--- src/rtl/chop_pkg.sv ---
`timescale 1ns/1ps
package chop_pkg;
  typedef enum logic [2:0] {
    BR_HIZ  = 3'd0,
    BR_FWD  = 3'd1,
    BR_REV  = 3'd2,
    BR_FAST = 3'd3,
    BR_SLOW = 3'd4
  } bridge_e;

  typedef enum logic [1:0] {
    DK_SLOW,
    DK_FAST,
    DK_MIXED,
    DK_AUTO
  } decay_kind_e;

  typedef enum logic [2:0] {
    S_BLANK,
    S_SENSE,
    S_SLOW,
    S_FAST,
    S_MIXF,
    S_AFB,
    S_AFS
  } chop_st_e;
endpackage

--- src/rtl/chop_timing.sv ---
`timescale 1ns/1ps
module chop_timing #(
  parameter int CODE_W      = 8,
  parameter int UNIT_TICKS  = 25,
  parameter int BLANK_FLOOR = 50,
  parameter int CNT_W       = 13
) (
  input  logic [CODE_W-1:0] toff_code,
  input  logic [CODE_W-1:0] blank_code,
  input  logic [CODE_W-1:0] tdecay_code,
  input  logic              abt_en,
  input  logic              ref_low,
  output logic [CNT_W-1:0]  off_ticks,
  output logic [CNT_W-1:0]  blank_ticks,
  output logic [CNT_W-1:0]  decay_ticks
);
  localparam logic [CNT_W-1:0]  UNIT_C  = CNT_W'(UNIT_TICKS);
  localparam logic [CNT_W-1:0]  FLOOR_C = CNT_W'(BLANK_FLOOR);
  localparam logic [CODE_W-1:0] FLOOR_K = CODE_W'(BLANK_FLOOR);

  logic [CNT_W-1:0] blank_full;

  always_comb begin
    off_ticks   = (CNT_W'(toff_code) + CNT_W'(1)) * UNIT_C;
    decay_ticks = CNT_W'(tdecay_code) * UNIT_C;
    blank_full  = (blank_code <= FLOOR_K) ? FLOOR_C
                                          : CNT_W'(blank_code) + CNT_W'(1);
    blank_ticks = (abt_en && ref_low) ? (blank_full >> 1) : blank_full;
  end
endmodule

--- src/rtl/chop_decay_sel.sv ---
`timescale 1ns/1ps
module chop_decay_sel
  import chop_pkg::*;
(
  input  logic [2:0]  decay_mode,
  input  logic        falling,
  output decay_kind_e kind
);
  always_comb begin
    unique case (decay_mode)
      3'd1:    kind = falling ? DK_MIXED : DK_SLOW;
      3'd2:    kind = DK_FAST;
      3'd3:    kind = DK_MIXED;
      3'd4:    kind = falling ? DK_AUTO : DK_SLOW;
      3'd5:    kind = DK_AUTO;
      default: kind = DK_SLOW;
    endcase
  end
endmodule

--- src/rtl/chop_fsm.sv ---
`timescale 1ns/1ps
module chop_fsm
  import chop_pkg::*;
#(
  parameter int CNT_W = 13
) (
  input  logic             clk,
  input  logic             rst,
  input  logic             run,
  input  logic             trip,
  input  logic             ref_up,
  input  logic             ref_dn,
  input  decay_kind_e      kind,
  input  logic [CNT_W-1:0] off_ticks,
  input  logic [CNT_W-1:0] blank_ticks,
  input  logic [CNT_W-1:0] decay_ticks,
  output bridge_e          phase
);
  chop_st_e         st, st_n;
  logic [CNT_W-1:0] ph_cnt, ph_n;
  logic [CNT_W-1:0] off_cnt, off_n;
  logic             in_off;

  function automatic chop_st_e off_entry(decay_kind_e k, logic from_blank, logic dzero);
    unique case (k)
      DK_SLOW:  return S_SLOW;
      DK_FAST:  return S_FAST;
      DK_MIXED: return dzero ? S_SLOW : S_MIXF;
      default:  return from_blank ? S_AFB : S_SLOW;
    endcase
  endfunction

  assign in_off = (st != S_BLANK) && (st != S_SENSE);

  always_comb begin
    st_n  = st;
    ph_n  = ph_cnt;
    off_n = off_cnt;
    if (!run) begin
      st_n  = S_BLANK;
      ph_n  = blank_ticks - CNT_W'(1);
      off_n = off_ticks - CNT_W'(1);
    end else if (ref_up) begin
      st_n = S_BLANK;
      ph_n = blank_ticks - CNT_W'(1);
    end else if (ref_dn) begin
      st_n  = S_FAST;
      off_n = off_ticks - CNT_W'(1);
    end else begin
      unique case (st)
        S_BLANK: begin
          if (ph_cnt != '0) begin
            ph_n = ph_cnt - CNT_W'(1);
          end else if (trip) begin
            st_n  = off_entry(kind, 1'b1, decay_ticks == '0);
            off_n = off_ticks - CNT_W'(1);
            ph_n  = (st_n == S_MIXF) ? decay_ticks - CNT_W'(1)
                                     : blank_ticks - CNT_W'(1);
          end else begin
            st_n = S_SENSE;
          end
        end
        S_SENSE: begin
          if (trip) begin
            st_n  = off_entry(kind, 1'b0, decay_ticks == '0);
            off_n = off_ticks - CNT_W'(1);
            ph_n  = decay_ticks - CNT_W'(1);
          end
        end
        default: begin
          if (off_cnt == '0) begin
            st_n = S_BLANK;
            ph_n = blank_ticks - CNT_W'(1);
          end else begin
            off_n = off_cnt - CNT_W'(1);
            if (st == S_MIXF || st == S_AFB) begin
              if (ph_cnt == '0) st_n = (st == S_MIXF) ? S_SLOW : S_AFS;
              else              ph_n = ph_cnt - CNT_W'(1);
            end else if (st == S_AFS && !trip) begin
              st_n = S_SLOW;
            end
          end
        end
      endcase
    end
  end

  always_ff @(posedge clk) begin
    if (rst) begin
      st      <= S_BLANK;
      ph_cnt  <= '0;
      off_cnt <= '0;
    end else begin
      st      <= st_n;
      ph_cnt  <= ph_n;
      off_cnt <= off_n;
    end
  end

  always_comb begin
    unique case (st)
      S_BLANK, S_SENSE: phase = BR_FWD;
      S_SLOW:           phase = BR_SLOW;
      default:          phase = BR_FAST;
    endcase
  end

  AST_MIN_ON: assert property (@(posedge clk) disable iff (rst)
    (run && !ref_up && !ref_dn && st == S_BLANK && ph_cnt != '0) |=> (st == S_BLANK));
  AST_OFF_END: assert property (@(posedge clk) disable iff (rst)
    (run && !ref_up && !ref_dn && in_off && off_cnt == '0) |=> (st == S_BLANK));
  AST_SECOND_BLANK: assert property (@(posedge clk) disable iff (rst)
    (run && !ref_up && !ref_dn && st == S_AFB && ph_cnt != '0 && off_cnt != '0) |=> (st == S_AFB));
  AST_REF_UP: assert property (@(posedge clk) disable iff (rst)
    (run && ref_up) |=> (st == S_BLANK));
  AST_REF_DN: assert property (@(posedge clk) disable iff (rst)
    (run && ref_dn && !ref_up) |=> (st == S_FAST));
endmodule

--- src/rtl/fixed_off_chopper.sv ---
`timescale 1ns/1ps
module fixed_off_chopper
  import chop_pkg::*;
#(
  parameter int CODE_W      = 8,
  parameter int UNIT_TICKS  = 25,
  parameter int BLANK_FLOOR = 50
) (
  input  logic              clk,
  input  logic              rst,
  input  logic              enable,
  input  logic              fault,
  input  logic              trip,
  input  logic [CODE_W-1:0] toff_code,
  input  logic [CODE_W-1:0] blank_code,
  input  logic              abt_en,
  input  logic [CODE_W-1:0] tdecay_code,
  input  logic [2:0]        decay_mode,
  input  logic              pwm_direct,
  input  logic              pin_a,
  input  logic              pin_b,
  input  logic              ref_up,
  input  logic              ref_dn,
  input  logic              ref_low,
  input  logic              phase_neg,
  output logic [2:0]        bridge_state
);
  localparam int CNT_W = $clog2((1 << CODE_W) * UNIT_TICKS + 1);

  logic [CNT_W-1:0] off_ticks, blank_ticks, decay_ticks;
  logic             falling_q, falling_eff, run, up_g, dn_g, live;
  decay_kind_e      kind;
  bridge_e          phase, drive_st, out_n, out_q;

  assign up_g        = ref_up && !pwm_direct;
  assign dn_g        = ref_dn && !pwm_direct;
  assign falling_eff = falling_q || pwm_direct;
  assign live        = enable && !fault;
  assign run         = live && (pwm_direct ? (pin_a ^ pin_b) : 1'b1);

  always_ff @(posedge clk) begin
    if (rst)       falling_q <= 1'b0;
    else if (up_g) falling_q <= 1'b0;
    else if (dn_g) falling_q <= 1'b1;
  end

  chop_timing #(
    .CODE_W(CODE_W), .UNIT_TICKS(UNIT_TICKS),
    .BLANK_FLOOR(BLANK_FLOOR), .CNT_W(CNT_W)
  ) u_timing (
    .toff_code(toff_code), .blank_code(blank_code), .tdecay_code(tdecay_code),
    .abt_en(abt_en), .ref_low(ref_low),
    .off_ticks(off_ticks), .blank_ticks(blank_ticks), .decay_ticks(decay_ticks)
  );

  chop_decay_sel u_sel (
    .decay_mode(decay_mode), .falling(falling_eff), .kind(kind)
  );

  chop_fsm #(.CNT_W(CNT_W)) u_fsm (
    .clk(clk), .rst(rst), .run(run), .trip(trip),
    .ref_up(up_g), .ref_dn(dn_g), .kind(kind),
    .off_ticks(off_ticks), .blank_ticks(blank_ticks), .decay_ticks(decay_ticks),
    .phase(phase)
  );

  always_comb begin
    if (pwm_direct) drive_st = pin_a ? BR_FWD : BR_REV;
    else            drive_st = phase_neg ? BR_REV : BR_FWD;

    if (!live)                           out_n = BR_HIZ;
    else if (pwm_direct && !pin_a && !pin_b) out_n = BR_HIZ;
    else if (pwm_direct && pin_a && pin_b)   out_n = BR_SLOW;
    else if (phase == BR_FWD)            out_n = drive_st;
    else                                 out_n = phase;
  end

  always_ff @(posedge clk) begin
    if (rst) out_q <= BR_HIZ;
    else     out_q <= out_n;
  end

  assign bridge_state = out_q;

  AST_FORCE_HIZ: assert property (@(posedge clk) disable iff (rst)
    (!enable || fault) |=> (bridge_state == 3'd0));
  AST_DIRECT_SLOW: assert property (@(posedge clk) disable iff (rst)
    (enable && !fault && pwm_direct && pin_a && pin_b) |=> (bridge_state == 3'd4));
  AST_DIRECT_HIZ: assert property (@(posedge clk) disable iff (rst)
    (enable && !fault && pwm_direct && !pin_a && !pin_b) |=> (bridge_state == 3'd0));
endmodule

--- config.mk ---
export PLATFORM = sky130hd
export DESIGN_NAME = fixed_off_chopper
export DESIGN_NICKNAME = d
export VERILOG_FILES = /design/src/rtl/chop_pkg.sv /design/src/rtl/chop_timing.sv /design/src/rtl/chop_decay_sel.sv /design/src/rtl/chop_fsm.sv /design/src/rtl/fixed_off_chopper.sv
export SDC_FILE = /design/constraint.sdc
export NUM_CORES = 1
export LEC_CHECK = 0
export BUFFER_PORTS_ARGS = -buffer_cell sky130_fd_sc_hd__buf_2
export CAP_MARGIN = 20
export CORE_UTILIZATION = 63
export CTS_CLUSTER_DIAMETER = 60
export CTS_CLUSTER_SIZE = 20
export DETAILED_ROUTE_END_ITERATION = 12
export PLACE_DENSITY_LB_ADDON = 0.3
export SKIP_CTS_REPAIR_TIMING = 1
export SYNTH_ARGS = -nofsm -noshare
export SYNTH_HDL_FRONTEND = slang
export SYNTH_SLANG_ARGS = --single-unit
--- constraint.sdc ---
create_clock -name clk -period 9.2 [get_ports clk]
set_clock_uncertainty 0.2 [all_clocks]
set_input_delay 1.84 -clock clk [delete_from_list [all_inputs] [get_ports clk]]
set_output_delay 1.84 -clock clk [all_outputs]
set_load 0.01 [all_outputs]
==> results.cfg, run 1 <==
[outcome]
outcome = finished, final reports clean

[global_route]
grt_pass1_vias = 4922
wire_length_of_the_first_global_routing_pass_mm = 22.4
grt_start_max_net_pins = 26
number_of_antenna_violations_at_the_first_check_in_global_routing = 0
gr-total-overflow = 0
gr-usage-all-layers_pct = 31.7

[placement]
pre_cts_slack_ns = 3.05
dp.final_hpwl_mm = 10.3
gpl.final_weighted_congestion = 0.967
port-buffer-count = 42

[clocking]
ctsHtreeMaxLevel = 2
cts_tree = done
clock_root_cell = sky130_fd_sc_hd__clkbuf_8
tritoncts.num_buffers = 5
clk_latency_ns = 0.30
clockBufferDepth = 2
clk_pin_slew_ns = 0.08
cts.sinks = 33

[timing]
post-route-worst-setup-slack_ns = 3.28
finalSetupViolCount = 0
rsz0062_at_grt = false
period_needed_ns = 5.92
timing.slew.headroom_pct = 37.6
fmax_ghz = 0.169
slew_violations = 0
final.period_utilization_pct = 64.4
tns_ns = 0
hold_viol = 0
max_slew.worst_pin.slew_ns = 0.936

[critical_path]
worst_ep_arrival_time_ns = 5.95
crit_chain = buf_2, ha_1, ha_1, inv_1, fa_1, inv_1, ha_1, o21ai_0, a21oi_1, o311ai_2, nor4_4, a311o_1, a21oi_2, mux2_2, o21ai_1
path_class = in -> reg
timing.critical_path.to_type = register
critPathMaxStageDelay_ns = 0.56
worstPathRequired_ns = 9.23
r2r_setup_slack_ns = 5.64
critical_path.most_common_cell = sky130_fd_sc_hd__ha_1
critical_path.max_fanout = 11
timing.critical_path.slowest_stage_cell = sky130_fd_sc_hd__a21oi_2
ff2ff_path_depth = 10
critical_path.startpoint_type = primary input

[synthesis]
synth_sequential_area_ratio_pct = 12.9
synth_top_flop_cell = sky130_fd_sc_hd__dfxtp_1
async_s_r_ff_share_synth_pct = 0
synth.cell_area_sq_mm = 0.00512
synth-edff-count = 0
ys_types = 80
synthDominantCellAreaShare_pct = 17.6
post_synthesis_instance_total = 686
synth.yosys.warnings = 0
syn_nets = 806
flip_flop_and_latch_count_after_synthesis = 33
yosys.area.top_type = sky130_fd_sc_hd__ha_1
syn_area_per_cell_sq_um = 7.47
yosys-top-cells-area = sky130_fd_sc_hd__ha_1 18%, sky130_fd_sc_hd__dfxtp_1 13%, sky130_fd_sc_hd__xnor2_1 5.3%

[layout]
finalNetCount = 838
layout.area.seq_sq_um = 661
area_taken_by_multi_input_logic_gates_sq_mm = 0.00417
syn2layout_area_growth_pct = 7.08
fillcell_total = 659
diodes = 0
drive_above_1_share_pct = 11.4

[hold_path]
worst_hold_depth = 2
hold_path.class = reg -> reg

[floorplan]
design.portCount = 43
initial_utilization_pct = 65.6
floorplan.die.width_um = 92.2
rows = 32
die_h_um = 92.2
die_area_sq_mm = 0.00850
core_region_area_sq_mm = 0.00781

[routing]
antenna_left = 0
wl_per_instance_um = 15.8
detail_route.first_pass.iterations = 5
via_per_inst = 6.40
drt_wl_total_mm = 13.0
routed-via-count = 5251
detail_route.drc_violations = 0
detail_route.iter0.violations = 400

[pwr]
irDropWorstVdd_mv = 0.0951
leakage_nw = 2.38
power_per_cell_area_mw_per_mm2 = 153

[run]
cap_violations = 0
## cell usage in the layout (no fill, tap or decap), types with 17 or more instances in the layout
| master | netlist | routed |
|---|---|---|
| sky130_fd_sc_hd__a21oi_1 | 40 | 40 |
| sky130_fd_sc_hd__buf_2 | 2 | 42 |
| sky130_fd_sc_hd__dfxtp_1 | 33 | 33 |
| sky130_fd_sc_hd__ha_1 | 72 | 72 |
| sky130_fd_sc_hd__inv_1 | 56 | 56 |
| sky130_fd_sc_hd__nand2_1 | 55 | 55 |
| sky130_fd_sc_hd__nand3_1 | 22 | 22 |
| sky130_fd_sc_hd__nor2_1 | 71 | 71 |
| sky130_fd_sc_hd__nor3_1 | 23 | 22 |
| sky130_fd_sc_hd__o21ai_0 | 50 | 50 |
| sky130_fd_sc_hd__xnor2_1 | 31 | 31 |
| sky130_fd_sc_hd__xor2_1 | 17 | 17 |
## power breakdown
part	total, mW	internal (mW)	switching (mW)
Combinational	0.516	0.217	0.299
Sequential	0.202	0.167	0.0347
Clock	0.118	0.0524	0.0660
Total	0.837	0.437	0.400
## path summary, 6_finish.rpt
path	start	to
worst max register to register	u_fsm.off_cnt[0]$_SDFFE_PP0P_	u_fsm.ph_cnt[6]$_SDFFE_PP0P_
worst max-delay path	tdecay_code[3]	u_fsm.ph_cnt[2]$_SDFFE_PP0P_
worst min-delay path	u_fsm.off_cnt[1]$_SDFFE_PP0P_	u_fsm.off_cnt[1]$_SDFFE_PP0P_
worst min register to register	u_fsm.off_cnt[1]$_SDFFE_PP0P_	u_fsm.off_cnt[1]$_SDFFE_PP0P_
## logic make-up (layout without fill, tap and decap cells)
group / count (synthesis) / count (layout) / synth area share (%)
xor gates and xnor gates: 48 / 48 / 8.20
muxes: 8 / 8 / 1.71
and+or+nand+nor: 255 / 255 / 25.8
AOI/OAI and AO/OA: 186 / 186 / 24.8
DFF: 33 / 33 / 12.9
adders and majority gates: 80 / 80 / 20.7
buffers and inverters: 76 / 109 / 5.83
## area by class of cell
cell class              instances  area share [%]
multi-input cells             577            76.0
repair buffers                 44            4.17
clock buffers                   5            1.25
flip-flops and latches         33            12.0
clock inverters                 3           0.319
inverters                      57            3.90
well taps                     102            2.33
## Yosys cell counts (all sizes together), types with 8 or more instances
library cell and count:
ha 72, nor2 71, inv 57, nand2 56
o21ai 56, a21oi 41, dfxtp 33, xnor2 31
nand3 23, nor3 23, xor2 17, clkbuf 15
nand2b 15, nor4 11, or3 10, a21o 9
fa 8, nor2b 8
## critical path, delay by kind of cell
kind,cells,cell delay [ns]
AOI/OAI and AO/OA,6,1.97
adders and majority gates,4,1.39
muxes,1,0.41
buffers and inverters,3,0.21
and+or+nand+nor,1,0.12
## state kept, by name, summed over array words and instances (netlist names)
name,count
u_fsm.ph_cnt,13
bridge_state,3
u_fsm.off_cnt,13
u_fsm.st,3
falling_q,1
## routing by layer
metal / routed length [um] / track usage (%) / part of all wire [%]
met3: 808 / 3.81 / 6.2
met2: 6450 / 56.8 / 50
met5: 0 / 0 / 0
met4: 187 / 8.07 / 1.4
met1: 5550 / 40.0 / 43
## metrics by stage
step | hold WS, ns | power, mW | cell area (sq um) | utilization [%] | instances
floorplan | 0.245 | 0.600 | 5120 | - | 686
global placement | 0.263 | 0.692 | 5390 | 69.0 | 812
detailed placement | 0.292 | 0.712 | 5390 | 69.0 | 812
CTS | 0.303 | 0.829 | 5480 | 70.1 | 820
global route | 0.332 | 0.907 | 5490 | 70.3 | 821
finish | 0.295 | 0.837 | 5490 | 70.3 | 821
(Power assumes the default switching activity.)
==> run 2, diff against run 1 <==
Settings changed: CORE_UTILIZATION 63 to 56.
Clock period 9.2 ns to 4.78 ns, I/O delays scaled along.
==> results.cfg, run 2 (synthesis results as in run 1) <==
[outcome]
outcome = finished, violations left
failed_checks = DRC

[floorplan]
die_area_sq_mm = 0.00954
design.portCount = 43
rows = 34
die_h_um = 97.7
floorplan.die.width_um = 97.7
initial_utilization_pct = 58.2
core_region_area_sq_mm = 0.00881

[layout]
diodes = 0
finish.instance_area_sq_mm = 0.00567
most-common-layout-cells = 72 x sky130_fd_sc_hd__ha_1, 71 x sky130_fd_sc_hd__nor2_1, 56 x sky130_fd_sc_hd__inv_1
drive_above_1_share_pct = 13.6
finish.utilization_pct = 64.3
syn2layout_area_growth_pct = 10.5
fillcell_total = 776
leading_cell_type_in_the_layout_fill_and_taps_excluded = sky130_fd_sc_hd__ha_1
layout.cells.non_filler = 846
finalNetCount = 857
largestRegisters = u_fsm.off_cnt: 13 flops, u_fsm.ph_cnt: 13 flops

[timing]
slew_violations = 0
finalSetupViolCount = 0
tns_ns = 0
rsz0062_at_grt = false
fin_worst_hold_slack_ns = 0.277
fmax_ghz = 0.220
max_slew.worst_pin.slew_ns = 0.896
final.period_utilization_pct = 95.3
period_needed_ns = 4.56
post-route-worst-setup-slack_ns = 0.224
hold_viol = 0
timing.slew.headroom_pct = 40.3

[critical_path]
critical_path.startpoint_type = primary input
critical_path.max_fanout = 4
worstPathRequired_ns = 4.77
r2r_setup_slack_ns = 1.50
timing.critical_path.to_type = register
path_class = in -> reg
worst_ep_arrival_time_ns = 4.55

[pwr]
p_total_mw = 1.71
leakage_nw = 2.49
power_per_cell_area_mw_per_mm2 = 302
irDropWorstVdd_mv = 0.169

[global_route]
wire_length_of_the_first_global_routing_pass_mm = 21.7
number_of_antenna_violations_at_the_first_check_in_global_routing = 0
grt_start_max_net_pins = 26
grt_pass1_vias = 4769
gr-total-overflow = 0
gr-usage-all-layers_pct = 27.2

[routing]
antenna_left = 0
detailroute.wirelength.met2_mm = 6.04
detail_route.iter0.violations = 373
detail_route.first_pass.iterations = 10
routed.top_layer = met4
drt_wl_total_mm = 12.7
wl_per_instance_um = 15.0
routed-via-count = 5233
route.met3.wl_um = 849
detail_route.drc_violations = 2
via_per_inst = 6.19
drt-met1-wl_mm = 5.61

[placement]
gpl.final_weighted_congestion = 0.926
dp.final_hpwl_mm = 10.1
dpl_cell_area_sq_mm = 0.00555
placed_cells_incl_taps = 838
port-buffer-count = 42
pre_cts_slack_ns = -0.106

[clocking]
cts_tree = done
clk_pin_slew_ns = 0.07
clock_root_cell = sky130_fd_sc_hd__clkbuf_8
clk_latency_ns = 0.30
clockBufferDepth = 2
ctsHtreeMaxLevel = 2
tritoncts.num_buffers = 5
cts.sinks = 33

[hold_path]
hold_path.class = reg -> reg

[run]
cap_violations = 0
-- run 2: changes by cell type in the layout (fill, tap and decap cells not counted), sizes merged --
cell / before / now
clkinvlp: 1 / 0
buf: 44 / 63
clkbuf: 5 / 7
clkinv: 2 / 0
bufinv: 0 / 1
-- run 2: worst max-delay path, stage by stage --
cell and delay [ns]:
sky130_fd_sc_hd__buf_2 0.13, sky130_fd_sc_hd__ha_1 0.30, sky130_fd_sc_hd__ha_1 0.28, sky130_fd_sc_hd__inv_1 0.05, sky130_fd_sc_hd__fa_1 0.50, sky130_fd_sc_hd__inv_1 0.04
sky130_fd_sc_hd__ha_1 0.31, sky130_fd_sc_hd__o21ai_1 0.11, sky130_fd_sc_hd__or2_1 0.26, sky130_fd_sc_hd__o311ai_2 0.35, sky130_fd_sc_hd__nor4_4 0.09, sky130_fd_sc_hd__a311o_1 0.41
sky130_fd_sc_hd__a21oi_2 0.30, sky130_fd_sc_hd__buf_4 0.19, sky130_fd_sc_hd__mux2i_1 0.18, sky130_fd_sc_hd__o21ai_1 0.08
-- run 2: path summary, 6_finish.rpt --
kind | startpoint | endpoint | cells past startpoint
hold reg to reg | u_fsm.off_cnt[1]$_SDFFE_PP0P_ | u_fsm.off_cnt[1]$_SDFFE_PP0P_ | 2
setup reg to reg | u_fsm.off_cnt[0]$_SDFFE_PP0P_ | u_fsm.off_cnt[10]$_SDFFE_PP0P_ | 9
setup / recovery | tdecay_code[3] | u_fsm.ph_cnt[3]$_SDFFE_PP0P_ | 16
hold / removal | u_fsm.off_cnt[1]$_SDFFE_PP0P_ | u_fsm.off_cnt[1]$_SDFFE_PP0P_ | 2
-- run 2: final cells by class --
class,count,area [sq um],area share (%)
Timing Repair Buffer,63,368,6.49
Clock buffer,7,86.3,1.52
Clock inverter,1,30.0,0.530
Tap cell,108,135,2.39
Inverter,57,214,3.78
Multi-Input combinational cell,577,4170,73.6
Sequential cell,33,661,11.7
-- run 2: metal layers --
metal  GRT usage, %  vias to the layer above
met3           4.03                       22
met2           47.2                      203
met4           6.76                        0
met5              0                        -
met1           35.2                     2427
li1               -                     2581
-- run 2: report_power, final --
part	internal, mW	switching, mW
registers	0.322	0.0664
logic	0.456	0.581
clock network	0.170	0.116
